## config.mk

```make
export PLATFORM = sky130hd
export DESIGN_NAME = blkmove_seq
export DESIGN_NICKNAME = d
export VERILOG_FILES = /design/src/rtl/blkmove_seq.sv
export SDC_FILE = /design/constraint.sdc
export NUM_CORES = 1
export LEC_CHECK = 0
export ABC_CLOCK_PERIOD_IN_PS = 3800
export BUFFER_PORTS_ARGS = -buffer_cell sky130_fd_sc_hd__buf_2
export CORE_MARGIN = 2
export CORE_UTILIZATION = 43
export CTS_CLUSTER_SIZE = 16
export DETAILED_ROUTE_END_ITERATION = 8
export HOLD_SLACK_MARGIN = 0.12
export PLACE_DENSITY = 0.81
export RECOVER_POWER = 25
export SETUP_SLACK_MARGIN = 0.4
export SLEW_MARGIN = 20
export SYNTH_ARGS = -nofsm -noshare
export SYNTH_HDL_FRONTEND = slang
export SYNTH_SLANG_ARGS = --single-unit
```

## constraint.sdc

```tcl
create_clock -name clk -period 3.8 [get_ports clk]
set_input_delay 0.76 -clock clk [delete_from_list [all_inputs] [get_ports clk]]
set_output_delay 0.76 -clock clk [all_outputs]
set_load 0.01 [all_outputs]
```

## src/rtl/blkmove_seq.sv

```systemverilog
`timescale 1ns/1ps
module blkmove_seq #(
  parameter int AW = 16,
  parameter int PW = 8
) (
  input  logic          clk,
  input  logic          rst_n,
  input  logic          start,
  input  logic [1:0]    kind,
  input  logic          dir_down,
  input  logic          repeat_en,
  input  logic [AW-1:0] src_init,
  input  logic [AW-1:0] dst_init,
  input  logic [AW-1:0] cnt_init,
  input  logic [PW-1:0] port_init,
  input  logic [PW-1:0] pcnt_init,
  input  logic [7:0]    acc,
  input  logic [7:0]    flags_init,
  output logic          mem_req,
  output logic          mem_we,
  output logic [AW-1:0] mem_addr,
  output logic [7:0]    mem_wdata,
  input  logic [7:0]    mem_rdata,
  input  logic          mem_ack,
  output logic          io_req,
  output logic          io_we,
  output logic [PW-1:0] io_addr,
  output logic [7:0]    io_wdata,
  input  logic [7:0]    io_rdata,
  input  logic          io_ack,
  output logic          busy,
  output logic          done,
  output logic [AW-1:0] src_q,
  output logic [AW-1:0] dst_q,
  output logic [AW-1:0] cnt_q,
  output logic [PW-1:0] pcnt_q,
  output logic [7:0]    flags_q
);
  localparam logic [1:0] K_COPY = 2'd0;
  localparam logic [1:0] K_SRCH = 2'd1;
  localparam logic [1:0] K_IN   = 2'd2;
  localparam logic [1:0] K_OUT  = 2'd3;
  localparam int FS = 7, FZ = 6, FH = 4, FP = 2, FN = 1;

  typedef enum logic [1:0] {S_IDLE, S_RD, S_WR} st_t;
  st_t st;

  logic [1:0]    op;
  logic          down, rep, done_r;
  logic [7:0]    a_r, byte_r, flg, flg_n;
  logic [AW-1:0] src, dst, cnt;
  logic [PW-1:0] port, pcnt;

  wire is_copy = op == K_COPY;
  wire is_srch = op == K_SRCH;
  wire is_in   = op == K_IN;
  wire is_out  = op == K_OUT;
  wire is_io   = is_in | is_out;

  assign mem_req   = (st == S_RD && !is_in) || (st == S_WR && !is_out);
  assign io_req    = (st == S_RD && is_in) || (st == S_WR && is_out);
  assign mem_we    = st == S_WR;
  assign io_we     = st == S_WR;
  assign mem_addr  = (st == S_WR && is_copy) ? dst : src;
  assign io_addr   = port;
  assign mem_wdata = byte_r;
  assign io_wdata  = byte_r;

  wire       rd_ack  = is_in ? io_ack : mem_ack;
  wire       wr_ack  = is_out ? io_ack : mem_ack;
  wire [7:0] rd_byte = is_in ? io_rdata : mem_rdata;
  wire       step_end = (st == S_RD && rd_ack && is_srch) || (st == S_WR && wr_ack);

  wire [7:0]    diff   = a_r - rd_byte;
  wire          hb     = a_r[3:0] < rd_byte[3:0];
  wire [AW-1:0] cnt_n  = cnt - 1'b1;
  wire [PW-1:0] pcnt_n = pcnt - 1'b1;
  wire [AW-1:0] src_n  = down ? src - 1'b1 : src + 1'b1;
  wire [AW-1:0] dst_n  = down ? dst - 1'b1 : dst + 1'b1;

  wire more = rep && ((is_copy && cnt_n != '0) ||
                      (is_srch && cnt_n != '0 && diff != 8'd0) ||
                      (is_io && pcnt_n != '0));

  always_comb begin
    flg_n = flg;
    if (is_copy) begin
      flg_n[FH] = 1'b0;
      flg_n[FN] = 1'b0;
      flg_n[FP] = cnt_n != '0;
    end else if (is_srch) begin
      flg_n[FS] = diff[7];
      flg_n[FZ] = diff == 8'd0;
      flg_n[FH] = hb;
      flg_n[FP] = cnt_n != '0;
      flg_n[FN] = 1'b1;
    end else begin
      flg_n[FZ] = pcnt_n == '0;
      flg_n[FN] = 1'b1;
    end
  end

  always_ff @(posedge clk) begin
    if (!rst_n) begin
      st <= S_IDLE;
      op <= K_COPY;
      down <= 1'b0;
      rep <= 1'b0;
      done_r <= 1'b0;
      a_r <= '0;
      byte_r <= '0;
      flg <= '0;
      src <= '0;
      dst <= '0;
      cnt <= '0;
      port <= '0;
      pcnt <= '0;
    end else begin
      done_r <= 1'b0;
      case (st)
        S_IDLE: if (start) begin
          op <= kind;
          down <= dir_down;
          rep <= repeat_en;
          a_r <= acc;
          flg <= flags_init;
          src <= src_init;
          dst <= dst_init;
          cnt <= cnt_init;
          port <= port_init;
          pcnt <= pcnt_init;
          st <= S_RD;
        end
        S_RD: if (rd_ack) begin
          byte_r <= rd_byte;
          st <= is_srch ? (more ? S_RD : S_IDLE) : S_WR;
        end
        S_WR: if (wr_ack) st <= more ? S_RD : S_IDLE;
        default: st <= S_IDLE;
      endcase
      if (step_end) begin
        flg <= flg_n;
        src <= src_n;
        if (is_copy) dst <= dst_n;
        if (is_io) pcnt <= pcnt_n;
        else cnt <= cnt_n;
        done_r <= !more;
      end
    end
  end

  assign busy    = st != S_IDLE;
  assign done    = done_r;
  assign src_q   = src;
  assign dst_q   = dst;
  assign cnt_q   = cnt;
  assign pcnt_q  = pcnt;
  assign flags_q = flg;

  AST_ONE_ACCESS: assert property (@(posedge clk) disable iff (!rst_n) !(mem_req && io_req));
  AST_MEM_HOLD: assert property (@(posedge clk) disable iff (!rst_n)
    mem_req && !mem_ack |=> mem_req && $stable(mem_addr) && $stable(mem_we) && $stable(mem_wdata));
  AST_IO_HOLD: assert property (@(posedge clk) disable iff (!rst_n)
    io_req && !io_ack |=> io_req && $stable(io_we) && $stable(io_wdata));
  AST_COPY_END: assert property (@(posedge clk) disable iff (!rst_n)
    done && is_copy && rep |-> cnt == '0 && flg[FP] == 1'b0 && flg[FH] == 1'b0 && flg[FN] == 1'b0);
  AST_SRCH_END: assert property (@(posedge clk) disable iff (!rst_n)
    done && is_srch && rep |-> (cnt == '0 || flg[FZ]) && flg[FN]);
  AST_IO_END: assert property (@(posedge clk) disable iff (!rst_n)
    done && is_io && rep |-> pcnt == '0 && flg[FZ] && flg[FN]);
  AST_IDLE_QUIET: assert property (@(posedge clk) disable iff (!rst_n)
    !busy |-> !mem_req && !io_req);
endmodule

```

==> impl_metrics.ini, run 1 <==
[run_status]
outcome = complete, no violations

[grt]
global_route.usage.total_pct = 23.8
grt_start_max_net_pins = 53
grt_pass1_wl_um = 30600
grt_overflow = 0
grt_antenna_before_repair = 2
grt_pass1_vias = 6095

[timing]
slew_headroom_pct = 32.3
final.setup.tns_ps = 0
timing.final.setup_violations = 0
report.final.slew_viol_count = 0
final_hold_viol_count = 0
final_min_period_over_clock_period_pct = 80.5
fin_crit_ps = 3060
clock_skew_ps = 9.79
achievable-frequency_mhz = 327
fin_worst_hold_slack_ps = 457
rsz0062_at_grt = no
worst_slew_pin_slew_ps = 1010

[logic_synthesis]
synthDominantAreaCellType = sky130_fd_sc_hd__dfxtp_1
ys_seq_elements = 95
synthesis.yosys.warnings = 0
distinct_cell_type_count_of_the_synthesized_netlist = 69
yosysMostFrequentCell = sky130_fd_sc_hd__nand2_1
synth_area_um2 = 6230
netlist.area_leader.share_pct = 30.5
synth_cells = 787
syn_nets = 932
synth.top_cells.by_area = sky130_fd_sc_hd__dfxtp_1 31%, sky130_fd_sc_hd__ha_1 7.6%, sky130_fd_sc_hd__nand2_1 7.1%
synth_enable_flop_cells = 0
synth-main-ff-cell = sky130_fd_sc_hd__dfxtp_1
synth_top_cells_by_count = 118 x sky130_fd_sc_hd__nand2_1, 95 x sky130_fd_sc_hd__dfxtp_1, 75 x sky130_fd_sc_hd__a21oi_1
ys_seq_area_share_pct = 30.5
synthArstFlopShare_pct = 0
avgSynthCellArea_um2 = 7.92

[floorplan]
fp.dieH_um = 124
core-area_um2 = 14000
fp.dieArea_um2 = 15500
i_o_pin_count = 215
floorplan.initialDensity_pct = 44.4
die_w_um = 124
fp-row-count = 43

[worst_hold_path]
holdPathEnd = flags_q[0]
hold_class = register to register
holdCritStartpoint = flags_q[0]
whs_path_depth = 2

[cts]
clockBufferDepth = 2
post-cts-setup-buffer-count = 0
clkSlewWorstSetupHoldPaths_ps = 70
worst_skew_pair.late_latency_ps = 360
tritoncts.num_buffers = 9
cts-hold-fix-buffers = 0
htree_levels = 3
postcts_resize_cnt = 0
ctsRootBufferMaster = sky130_fd_sc_hd__clkbuf_16
cts.sinks = 95
cts_tree = done

[route]
ant_nets = 0
routed_wire_length_per_instance_um = 16.5
residual_drc = 0
drt-initial-drc-count = 586
detailroute.via_count = 6578
drt_wl_total_um = 19000
drtPass1Iterations = 7
route.detailed.vias_per_inst = 5.70

[worst_setup_path]
timing.critical_path.from_type = register
critPathArrivalTime_ps = 3310
worst_reg2reg_setup_slack_ps = 740
worst-endpoint-required_ps = 4050
critical_path.startpoint = op[0]
rr_worst_depth = 10
setup.worst_path.end_class = register
cp_max_fo = 16
critical_path_class = register to register
regToRegEndpoint = st[0]
regToRegStartpoint = op[0]

[placed_design]
port_buffers = 214
gpl.final_weighted_congestion = 0.885
place.detailed.hpwl_um = 13700

[power_and_ir_drop]
p_per_area_nw_per_um2 = 406
vdd_ir_drop_max_uv = 303
power.leakage_nw = 3.40

[cells_and_area]
drive_above_1_share_pct = 22.4
area_delta_synth_final_pct = 22.1
finish.utilization_pct = 54.2
final_nets = 1113

[run]
maxCapViolCount = 0
-- critical path: stages, from the launching register on --
cell and delay [ps]:
sky130_fd_sc_hd__dfxtp_1 470, sky130_fd_sc_hd__nor2b_4 430, sky130_fd_sc_hd__mux2_2 410, sky130_fd_sc_hd__ha_1 180
sky130_fd_sc_hd__inv_1 50, sky130_fd_sc_hd__a21o_1 220, sky130_fd_sc_hd__maj3_2 260, sky130_fd_sc_hd__nand2_1 50
sky130_fd_sc_hd__a2111oi_0 390, sky130_fd_sc_hd__nand4_1 240, sky130_fd_sc_hd__a22o_1 250
-- power breakdown --
group / switching [W] / leakage (nW) / internal (W)
combinational: 0.000507 / 2.46 / 0.000372
clock: 0.000416 / 0.159 / 0.000598
sequential: 0.000106 / 0.780 / 0.00109
-- worst max-delay path by stage --
stage	slack (ps)	cells past startpoint	to
finish	740	10	st[0]
CTS	770	10	st[0]
detailed placement	790	10	st[0]
global route	480	10	st[0]
global placement	810	10	st[0]
floorplan	980	8	dst_q[15]
-- state kept, by name, indices dropped and copies added, names as in the netlist --
name	cells
a_r	8
cnt_q	16
done	1
down	1
dst_q	16
flags_q	8
io_addr	8
io_wdata	8
op	2
pcnt_q	8
rep	1
src_q	16
st	2
-- area by class of cell --
type                       count  area (um^2)
antenna                        1         2.50
clock buffer                  10          239
clock inverter                 6         90.1
fill                        1336         6440
inverter                      20         75.1
multi-input combinational    618         3990
sequential                    95         1900
tap                          180          225
timing repair buffer         224         1080
-- kinds of logic (layout without fill, tap and decap cells) --
logic type | after synthesis | after routing | share of synthesized area (%)
buf+inv | 74 | 260 | 5.52
flops | 95 | 95 | 30.5
xor+xnor | 31 | 31 | 4.58
mux | 29 | 29 | 5.16
simple gates | 275 | 275 | 20.3
other cells | 0 | 1 | 0
compound gates | 242 | 242 | 25.5
fa+ha+maj | 41 | 41 | 8.46
-- metal layers --
metal | up-vias | part of all wire [%] | global-route usage, %
li1 | 3227 | - | -
met1 | 3038 | 43 | 30.5
met2 | 278 | 47 | 39.2
met3 | 33 | 7.6 | 6.01
met4 | 2 | 2.3 | 7.60
met5 | - | 0.084 | 0
-- metrics by stage --
| step | std cells | total power [W] | setup slack (ps) | instance area (um^2) |
|---|---|---|---|---|
| floorplan | 787 | 0.00180 | 983 | 6230 |
| global placement | 1137 | 0.00207 | 815 | 7340 |
| detailed placement | 1137 | 0.00209 | 789 | 7340 |
| CTS | 1153 | 0.00311 | 769 | 7670 |
| global route | 1154 | 0.00325 | 477 | 7600 |
| finish | 1154 | 0.00308 | 742 | 7600 |
-- layout by cell type (no fill, tap or decap), types with 13 or more instances in the layout --
master	count
sky130_fd_sc_hd__buf_2	163
sky130_fd_sc_hd__nand2_1	117
sky130_fd_sc_hd__dfxtp_1	95
sky130_fd_sc_hd__a21oi_1	75
sky130_fd_sc_hd__nor2_1	67
sky130_fd_sc_hd__clkbuf_1	51
sky130_fd_sc_hd__o21ai_0	39
sky130_fd_sc_hd__ha_1	38
sky130_fd_sc_hd__xnor2_1	19
sky130_fd_sc_hd__inv_1	19
sky130_fd_sc_hd__nor3_1	17
sky130_fd_sc_hd__a22oi_1	15
sky130_fd_sc_hd__mux2_2	15
sky130_fd_sc_hd__mux2i_1	13
sky130_fd_sc_hd__a211oi_1	13
sky130_fd_sc_hd__a21o_1	13
Note: power is estimated with default switching activity, not from simulation.
==> inputs of run 2 (changes only) <==
--- a/config.mk
+++ b/config.mk
@@ -5,14 +5,15 @@
 export SDC_FILE = /design/constraint.sdc
 export NUM_CORES = 1
 export LEC_CHECK = 0
-export ABC_CLOCK_PERIOD_IN_PS = 3800
+export ABC_AREA = 1
+export ABC_CLOCK_PERIOD_IN_PS = 2700
 export BUFFER_PORTS_ARGS = -buffer_cell sky130_fd_sc_hd__buf_2
 export CORE_MARGIN = 2
 export CORE_UTILIZATION = 43
 export CTS_CLUSTER_SIZE = 16
 export DETAILED_ROUTE_END_ITERATION = 8
 export HOLD_SLACK_MARGIN = 0.12
-export PLACE_DENSITY = 0.81
+export PLACE_DENSITY = 0.83
 export RECOVER_POWER = 25
 export SETUP_SLACK_MARGIN = 0.4
 export SLEW_MARGIN = 20
==> constraint.sdc (replaced) <==
create_clock -name clk -period 2.7 [get_ports clk]
set_input_delay 0.54 -clock clk [delete_from_list [all_inputs] [get_ports clk]]
set_output_delay 0.54 -clock clk [all_outputs]
set_load 0.01 [all_outputs]
==> impl_metrics.ini, run 2 <==
[run_status]
outcome = complete, no violations

[worst_setup_path]
critPathMaxStageDelay_ps = 380
setup.worst_path.end_class = output pin
critical_path_class = register to output pin
worstPathBufferInverterCount = 3
crit_chain = buf_6, nor2_1, nand2_1, buf_12, mux2_2, buf_2
cp_max_fo = 27
worst-endpoint-required_ps = 2160
critPathArrivalTime_ps = 1800
cpMaxStageDelayCell = sky130_fd_sc_hd__dfxtp_4
timing.critical_path.from_type = register
cell_family_with_most_cp_delay = buffers and inverters

[timing]
rsz0062_at_grt = yes
slew_headroom_pct = 54.0
achievable-frequency_mhz = 427
fin_crit_ps = 2340
report.final.slew_viol_count = 0
fin_worst_hold_slack_ps = 443
timing.final.setup_violations = 0
clock_skew_ps = 11.1
final_min_period_over_clock_period_pct = 86.7
final.setup.tns_ps = 0
post-route-worst-setup-slack_ps = 360
final_hold_viol_count = 0
worst_slew_pin_slew_ps = 690

[logic_synthesis]
synth.top_cells.by_area = sky130_fd_sc_hd__dfxtp_1 29%, sky130_fd_sc_hd__nand2_1 13%, sky130_fd_sc_hd__o21ai_0 7.5%
synth_compound_gate_area_share_pct = 21.9
synthAdderAreaFrac_pct = 7.83
main_combinational_cell_family_by_area_after_synthesis = simple AND/OR/NAND/NOR gates
yosysMostFrequentCell = sky130_fd_sc_hd__nand2_1
distinct_cell_type_count_of_the_synthesized_netlist = 48
synthMuxAreaShare_pct = 1.62
netlist.area_leader.share_pct = 28.9
syn_nets = 1119
synthDominantAreaCellType = sky130_fd_sc_hd__dfxtp_1
synth-simple-area-share_pct = 25.7
ys_seq_area_share_pct = 28.9
ys_seq_elements = 95
avgSynthCellArea_um2 = 6.76
synth_cells = 974
synthArstFlopShare_pct = 0
synth_top_cells_by_count = 222 x sky130_fd_sc_hd__nand2_1, 98 x sky130_fd_sc_hd__o21ai_0, 97 x sky130_fd_sc_hd__nor2_1
synth_enable_flop_cells = 0
synthesis.yosys.warnings = 0
synth_area_um2 = 6580
synth-main-ff-cell = sky130_fd_sc_hd__dfxtp_1
synth_xor_area_share_pct = 4.12

[floorplan]
fp-row-count = 45
core-area_um2 = 15100
i_o_pin_count = 215
die_w_um = 128
fp.dieArea_um2 = 16300
floorplan.initialDensity_pct = 43.6
fp.dieH_um = 128

[route]
routed_wire_length_per_instance_um = 15.3
detailroute.via_count = 7503
drt-initial-drc-count = 558
route.detailed.vias_per_inst = 5.44
drt_wl_total_um = 21100
residual_drc = 0
ant_nets = 0
drtPass1Iterations = 7

[cts]
cts_tree = done
tritoncts.num_buffers = 9
worst_skew_pair.late_latency_ps = 350
cts-hold-fix-buffers = 0
clockBufferDepth = 2
cts.sinks = 95
ctsRootBufferMaster = sky130_fd_sc_hd__clkbuf_16
htree_levels = 3
clkSlewWorstSetupHoldPaths_ps = 70

[grt]
global_route.usage.total_pct = 25.0
grt_antenna_before_repair = 3
grt_start_max_net_pins = 81
grt_pass1_wl_um = 32800
grt_overflow = 0
grt_pass1_vias = 6811

[placed_design]
place.detailed.hpwl_um = 14500
dpl_worst_slack_ps = 184
port_buffers = 214
gpl.final_weighted_congestion = 0.895
detailed_place.area_um2 = 7730
place_inst = 1341

[cells_and_area]
top_library_cells_by_usage_in_the_layout_fill_and_taps_aside = 217 x sky130_fd_sc_hd__nand2_1, 163 x sky130_fd_sc_hd__buf_2, 94 x sky130_fd_sc_hd__nor2_1
final_nets = 1328
total_of_fill_cells_in_the_finished_design = 1467
area_delta_synth_final_pct = 27.4
finalInstanceArea_um2 = 8380
instances_no_fill = 1379
drive_above_1_share_pct = 24.1
mostFrequentLayoutCell = sky130_fd_sc_hd__nand2_1

[power_and_ir_drop]
vdd_ir_drop_max_uv = 307
power.leakage_nw = 4.07
p_per_area_nw_per_um2 = 605

[run]
maxCapViolCount = 0

[worst_hold_path]
hold_class = input pin to register
## run 2: cell types whose count changed after synthesis, sizes merged, moves of 10 or more
cell    before  now
mux2        15    5
a31oi        9   19
o21ai       39  104
nor2        68  103
inv         20  102
xor2        11   21
nand2b      11    0
a21o        13    0
nand3       10   46
nand2      118  225
## run 2: final timing paths
kind                                 start           to  slack, ps  depth (start not counted)
worst min-delay path                acc[6]       a_r[6]        440                          3
worst max-delay path                 op[1]  mem_addr[2]        360                          6
worst max register to register       op[0]        st[0]        360                         19
worst min register to register  flags_q[1]   flags_q[1]        480                          2
## run 2: cell type report
cell class	count	area (um^2)	area share, %
antenna	3	7.51	0.0895
clock buffer	10	229	2.73
clock inverter	6	109	1.30
inverter	103	399	4.76
multi-input combinational	732	4240	50.6
sequential	95	1910	22.8
tap	188	235	2.81
timing repair buffer	242	1250	14.9
## run 2: kinds of logic (layout without fill, tap and decap cells)
group           count (synthesis)  count (layout)
simple gates                  401             403
fa+ha+maj                      40              40
other cells                     0               3
xor+xnor                       31              31
buf+inv                       149             361
flops                          95              95
compound gates                248             248
mux                            10              10
## run 2: power by group
| part | switching (W) | leakage [nW] | internal [W] |
|---|---|---|---|
| logic | 0.00115 | 3.12 | 0.000723 |
| registers | 0.000157 | 0.785 | 0.00156 |
| clock network | 0.000582 | 0.166 | 0.000905 |
## run 2: worst register-to-register path, cell delays in order, from the launching register on
cell	delay, ps
sky130_fd_sc_hd__dfxtp_4	380
sky130_fd_sc_hd__inv_6	50
sky130_fd_sc_hd__nand2_8	110
sky130_fd_sc_hd__buf_4	130
sky130_fd_sc_hd__inv_1	40
sky130_fd_sc_hd__nand2_1	70
sky130_fd_sc_hd__nand2_1	70
sky130_fd_sc_hd__ha_1	210
sky130_fd_sc_hd__o21bai_4	160
sky130_fd_sc_hd__nand3_2	130
sky130_fd_sc_hd__nand2_2	130
sky130_fd_sc_hd__nor2_1	50
sky130_fd_sc_hd__nor2_1	100
sky130_fd_sc_hd__nand3_1	90
sky130_fd_sc_hd__nor2_2	130
sky130_fd_sc_hd__nand3_2	100
sky130_fd_sc_hd__nand3_2	80
sky130_fd_sc_hd__nand2_1	50
sky130_fd_sc_hd__nand2_1	80
sky130_fd_sc_hd__a21oi_2	60
## run 2: metal layers
metal | share of wire, % | track usage [%]
met5 | 0 | 0
met4 | 2.9 | 9.83
met3 | 7.0 | 4.92
met2 | 47 | 42.1
met1 | 43 | 31.5
## run 2: repair_timing
item,in CTS,in global routing
buffers inserted,4,13
gates cloned,1,1
pin swaps,1,15
endpoints found under the setup margin,29,21
gates resized for setup,21,41
## run 2: per-stage QoR
step | power (W) | util (%)
6_report | 0.00508 | 55.6
5_1_grt | 0.00538 | 55.5
4_1_cts | 0.00498 | 54.2
3_5_place_dp | 0.00345 | 51.2
3_3_place_gp | 0.00342 | 51.2
2_1_floorplan | 0.00294 | -
==> inputs of run 3 (changes only) <==
--- a/config.mk
+++ b/config.mk
@@ -6,14 +6,13 @@
 export NUM_CORES = 1
 export LEC_CHECK = 0
 export ABC_AREA = 1
-export ABC_CLOCK_PERIOD_IN_PS = 2700
 export BUFFER_PORTS_ARGS = -buffer_cell sky130_fd_sc_hd__buf_2
 export CORE_MARGIN = 2
 export CORE_UTILIZATION = 43
 export CTS_CLUSTER_SIZE = 16
 export DETAILED_ROUTE_END_ITERATION = 8
 export HOLD_SLACK_MARGIN = 0.12
-export PLACE_DENSITY = 0.83
+export PLACE_DENSITY = 0.81
 export RECOVER_POWER = 25
 export SETUP_SLACK_MARGIN = 0.4
 export SLEW_MARGIN = 20
==> constraint.sdc (replaced) <==
create_clock -name clk -period 3.05 [get_ports clk]
set_input_delay 0.61 -clock clk [delete_from_list [all_inputs] [get_ports clk]]
set_output_delay 0.61 -clock clk [all_outputs]
set_load 0.01 [all_outputs]
==> impl_metrics.ini, run 3 (same netlist as run 2, synthesis figures left out) <==
[run_status]
outcome = complete, no violations

[grt]
grt_start_max_net_pins = 68
grt_antenna_before_repair = 1
global_route.usage.total_pct = 24.6
grt_pass1_vias = 6556
grt_overflow = 0
grt_pass1_wl_um = 32100

[cells_and_area]
top_library_cells_by_usage_in_the_layout_fill_and_taps_aside = 221 x sky130_fd_sc_hd__nand2_1, 163 x sky130_fd_sc_hd__buf_2, 98 x sky130_fd_sc_hd__o21ai_0
area_delta_synth_final_pct = 21.6
instances_no_fill = 1358
mostFrequentLayoutCell = sky130_fd_sc_hd__nand2_1
total_of_fill_cells_in_the_finished_design = 1529
finalInstanceArea_um2 = 8000
drive_above_1_share_pct = 20.1
final_nets = 1309

[cts]
worst_skew_pair.late_latency_ps = 360
ctsRootBufferMaster = sky130_fd_sc_hd__clkbuf_16
htree_levels = 3
cts_tree = done
clkSlewWorstSetupHoldPaths_ps = 70
tritoncts.num_buffers = 9
cts-hold-fix-buffers = 0
cts.sinks = 95
clockBufferDepth = 2

[floorplan]
core-area_um2 = 15100
fp-row-count = 45
fp.dieH_um = 128
fp.dieArea_um2 = 16300
i_o_pin_count = 215
floorplan.initialDensity_pct = 43.6
die_w_um = 128

[power_and_ir_drop]
power.leakage_nw = 3.95
p_comb_share_pct = 36.2
sw_frac_of_total_pct = 38.3
vdd_ir_drop_max_uv = 275
power_w = 0.00424
p_per_area_nw_per_um2 = 530
p_int_w = 0.00261
power_frac_seq_pct = 35.8
clock_power_share_pct = 28.0
switching_power_w = 0.00163

[timing]
achievable-frequency_mhz = 386
clock_skew_ps = 7.32
rsz0062_at_grt = yes
final.setup.tns_ps = 0
post-route-worst-setup-slack_ps = 460
worst_slew_pin_slew_ps = 675
final_min_period_over_clock_period_pct = 84.9
timing.final.setup_violations = 0
final_hold_viol_count = 0
fin_crit_ps = 2590
report.final.slew_viol_count = 0
slew_headroom_pct = 55.0

[worst_hold_path]
holdPathEnd = a_r[0]
hold_class = register to register
whs_path_depth = 2
holdCritStartpoint = a_r[0]

[route]
drtPass1Iterations = 4
route.detailed.vias_per_inst = 5.32
detailroute.via_count = 7225
residual_drc = 0
drt_wl_total_um = 20400
ant_nets = 0
drt-initial-drc-count = 561
routed_wire_length_per_instance_um = 15.0

[placed_design]
place_inst = 1341
gpl.final_weighted_congestion = 0.915
place.detailed.hpwl_um = 14800
detailed_place.area_um2 = 7720
dpl_worst_slack_ps = 462
port_buffers = 214

[worst_setup_path]
critical_path_class = register to output pin
timing.critical_path.from_type = register
critPathArrivalTime_ps = 1980
setup.worst_path.end_class = output pin
rr_worst_depth = 13
cp_max_fo = 27
regToRegEndpoint = src_q[12]
regToRegStartpoint = down
worst-endpoint-required_ps = 2440
worst_reg2reg_setup_slack_ps = 540

[run]
maxCapViolCount = 0
[run 3: changes by cell type in the layout (fill, tap and decap cells not counted), moves of 4 or more]
| cell | before | now |
|---|---|---|
| sky130_fd_sc_hd__ha_1 | 33 | 38 |
| sky130_fd_sc_hd__nand2_1 | 217 | 221 |
| sky130_fd_sc_hd__nand2_2 | 5 | 1 |
| sky130_fd_sc_hd__nand3_1 | 42 | 46 |
| sky130_fd_sc_hd__buf_4 | 23 | 11 |
| sky130_fd_sc_hd__o21ai_0 | 92 | 98 |
| sky130_fd_sc_hd__ha_4 | 4 | 0 |
| sky130_fd_sc_hd__o21ai_2 | 7 | 2 |
| sky130_fd_sc_hd__nand3_2 | 4 | 0 |
[run 3: power groups by stage]
stage          Clock, W  Sequential [W]  Combinational (W)
2_1_floorplan         0         0.00157            0.00104
3_3_place_gp          0         0.00153            0.00149
3_5_place_dp          0         0.00154            0.00152
4_1_cts         0.00121         0.00151            0.00154
5_1_grt         0.00126         0.00153            0.00173
6_report        0.00119         0.00152            0.00153
[run 3: area by class of cell]
class | count | area [um^2] | area share (%)
clock buffers | 10 | 239 | 2.99
multi-input cells | 730 | 4070 | 50.8
flip-flops and latches | 95 | 1910 | 23.8
repair buffers | 225 | 1090 | 13.6
inverters | 103 | 394 | 4.93
diodes | 1 | 2.50 | 0.0313
well taps | 188 | 235 | 2.94
clock inverters | 6 | 68.8 | 0.860
[run 3: stage by stage]
step                hold WS (ps)  util [%]
finish                       472      53.0
global route                 486      53.0
CTS                          471      53.2
detailed placement           461      51.1
global placement             456      51.1
floorplan                    435         -
[run 3: worst max-delay path by stage]
stage | startpoint | end | slack [ps] | depth (start not counted)
3_5_place_dp | down | src_q[12] | 460 | 13
5_1_grt | down | src_q[12] | 330 | 13
2_1_floorplan | down | src_q[12] | 610 | 13
6_report | op[1] | mem_addr[14] | 460 | 6
4_1_cts | down | src_q[12] | 440 | 13
3_3_place_gp | mem_rdata[4] | st[0] | 570 | 15
[run 3: critical path: stages, from the launching register on]
cell	delay, ps
sky130_fd_sc_hd__dfxtp_1	440
sky130_fd_sc_hd__buf_4	220
sky130_fd_sc_hd__nor2_1	80
sky130_fd_sc_hd__nand2_1	70
sky130_fd_sc_hd__buf_4	280
sky130_fd_sc_hd__mux2_2	370
sky130_fd_sc_hd__buf_2	140
[run 3: metal layers]
layer | share of wire (%) | wire length, um | vias up | GRT usage [%]
li1 | - | - | 3641 | -
met1 | 44 | 8950 | 3266 | 31.4
met2 | 46 | 9420 | 273 | 40.1
met3 | 7.0 | 1430 | 45 | 4.92
met4 | 2.9 | 585 | 0 | 11.1
met5 | 0 | 0 | - | 0
[run 3: repair_timing]
action	CTS	global route
resized for setup	0	10
setup endpoints to repair	0	16
setup buffers	0	0
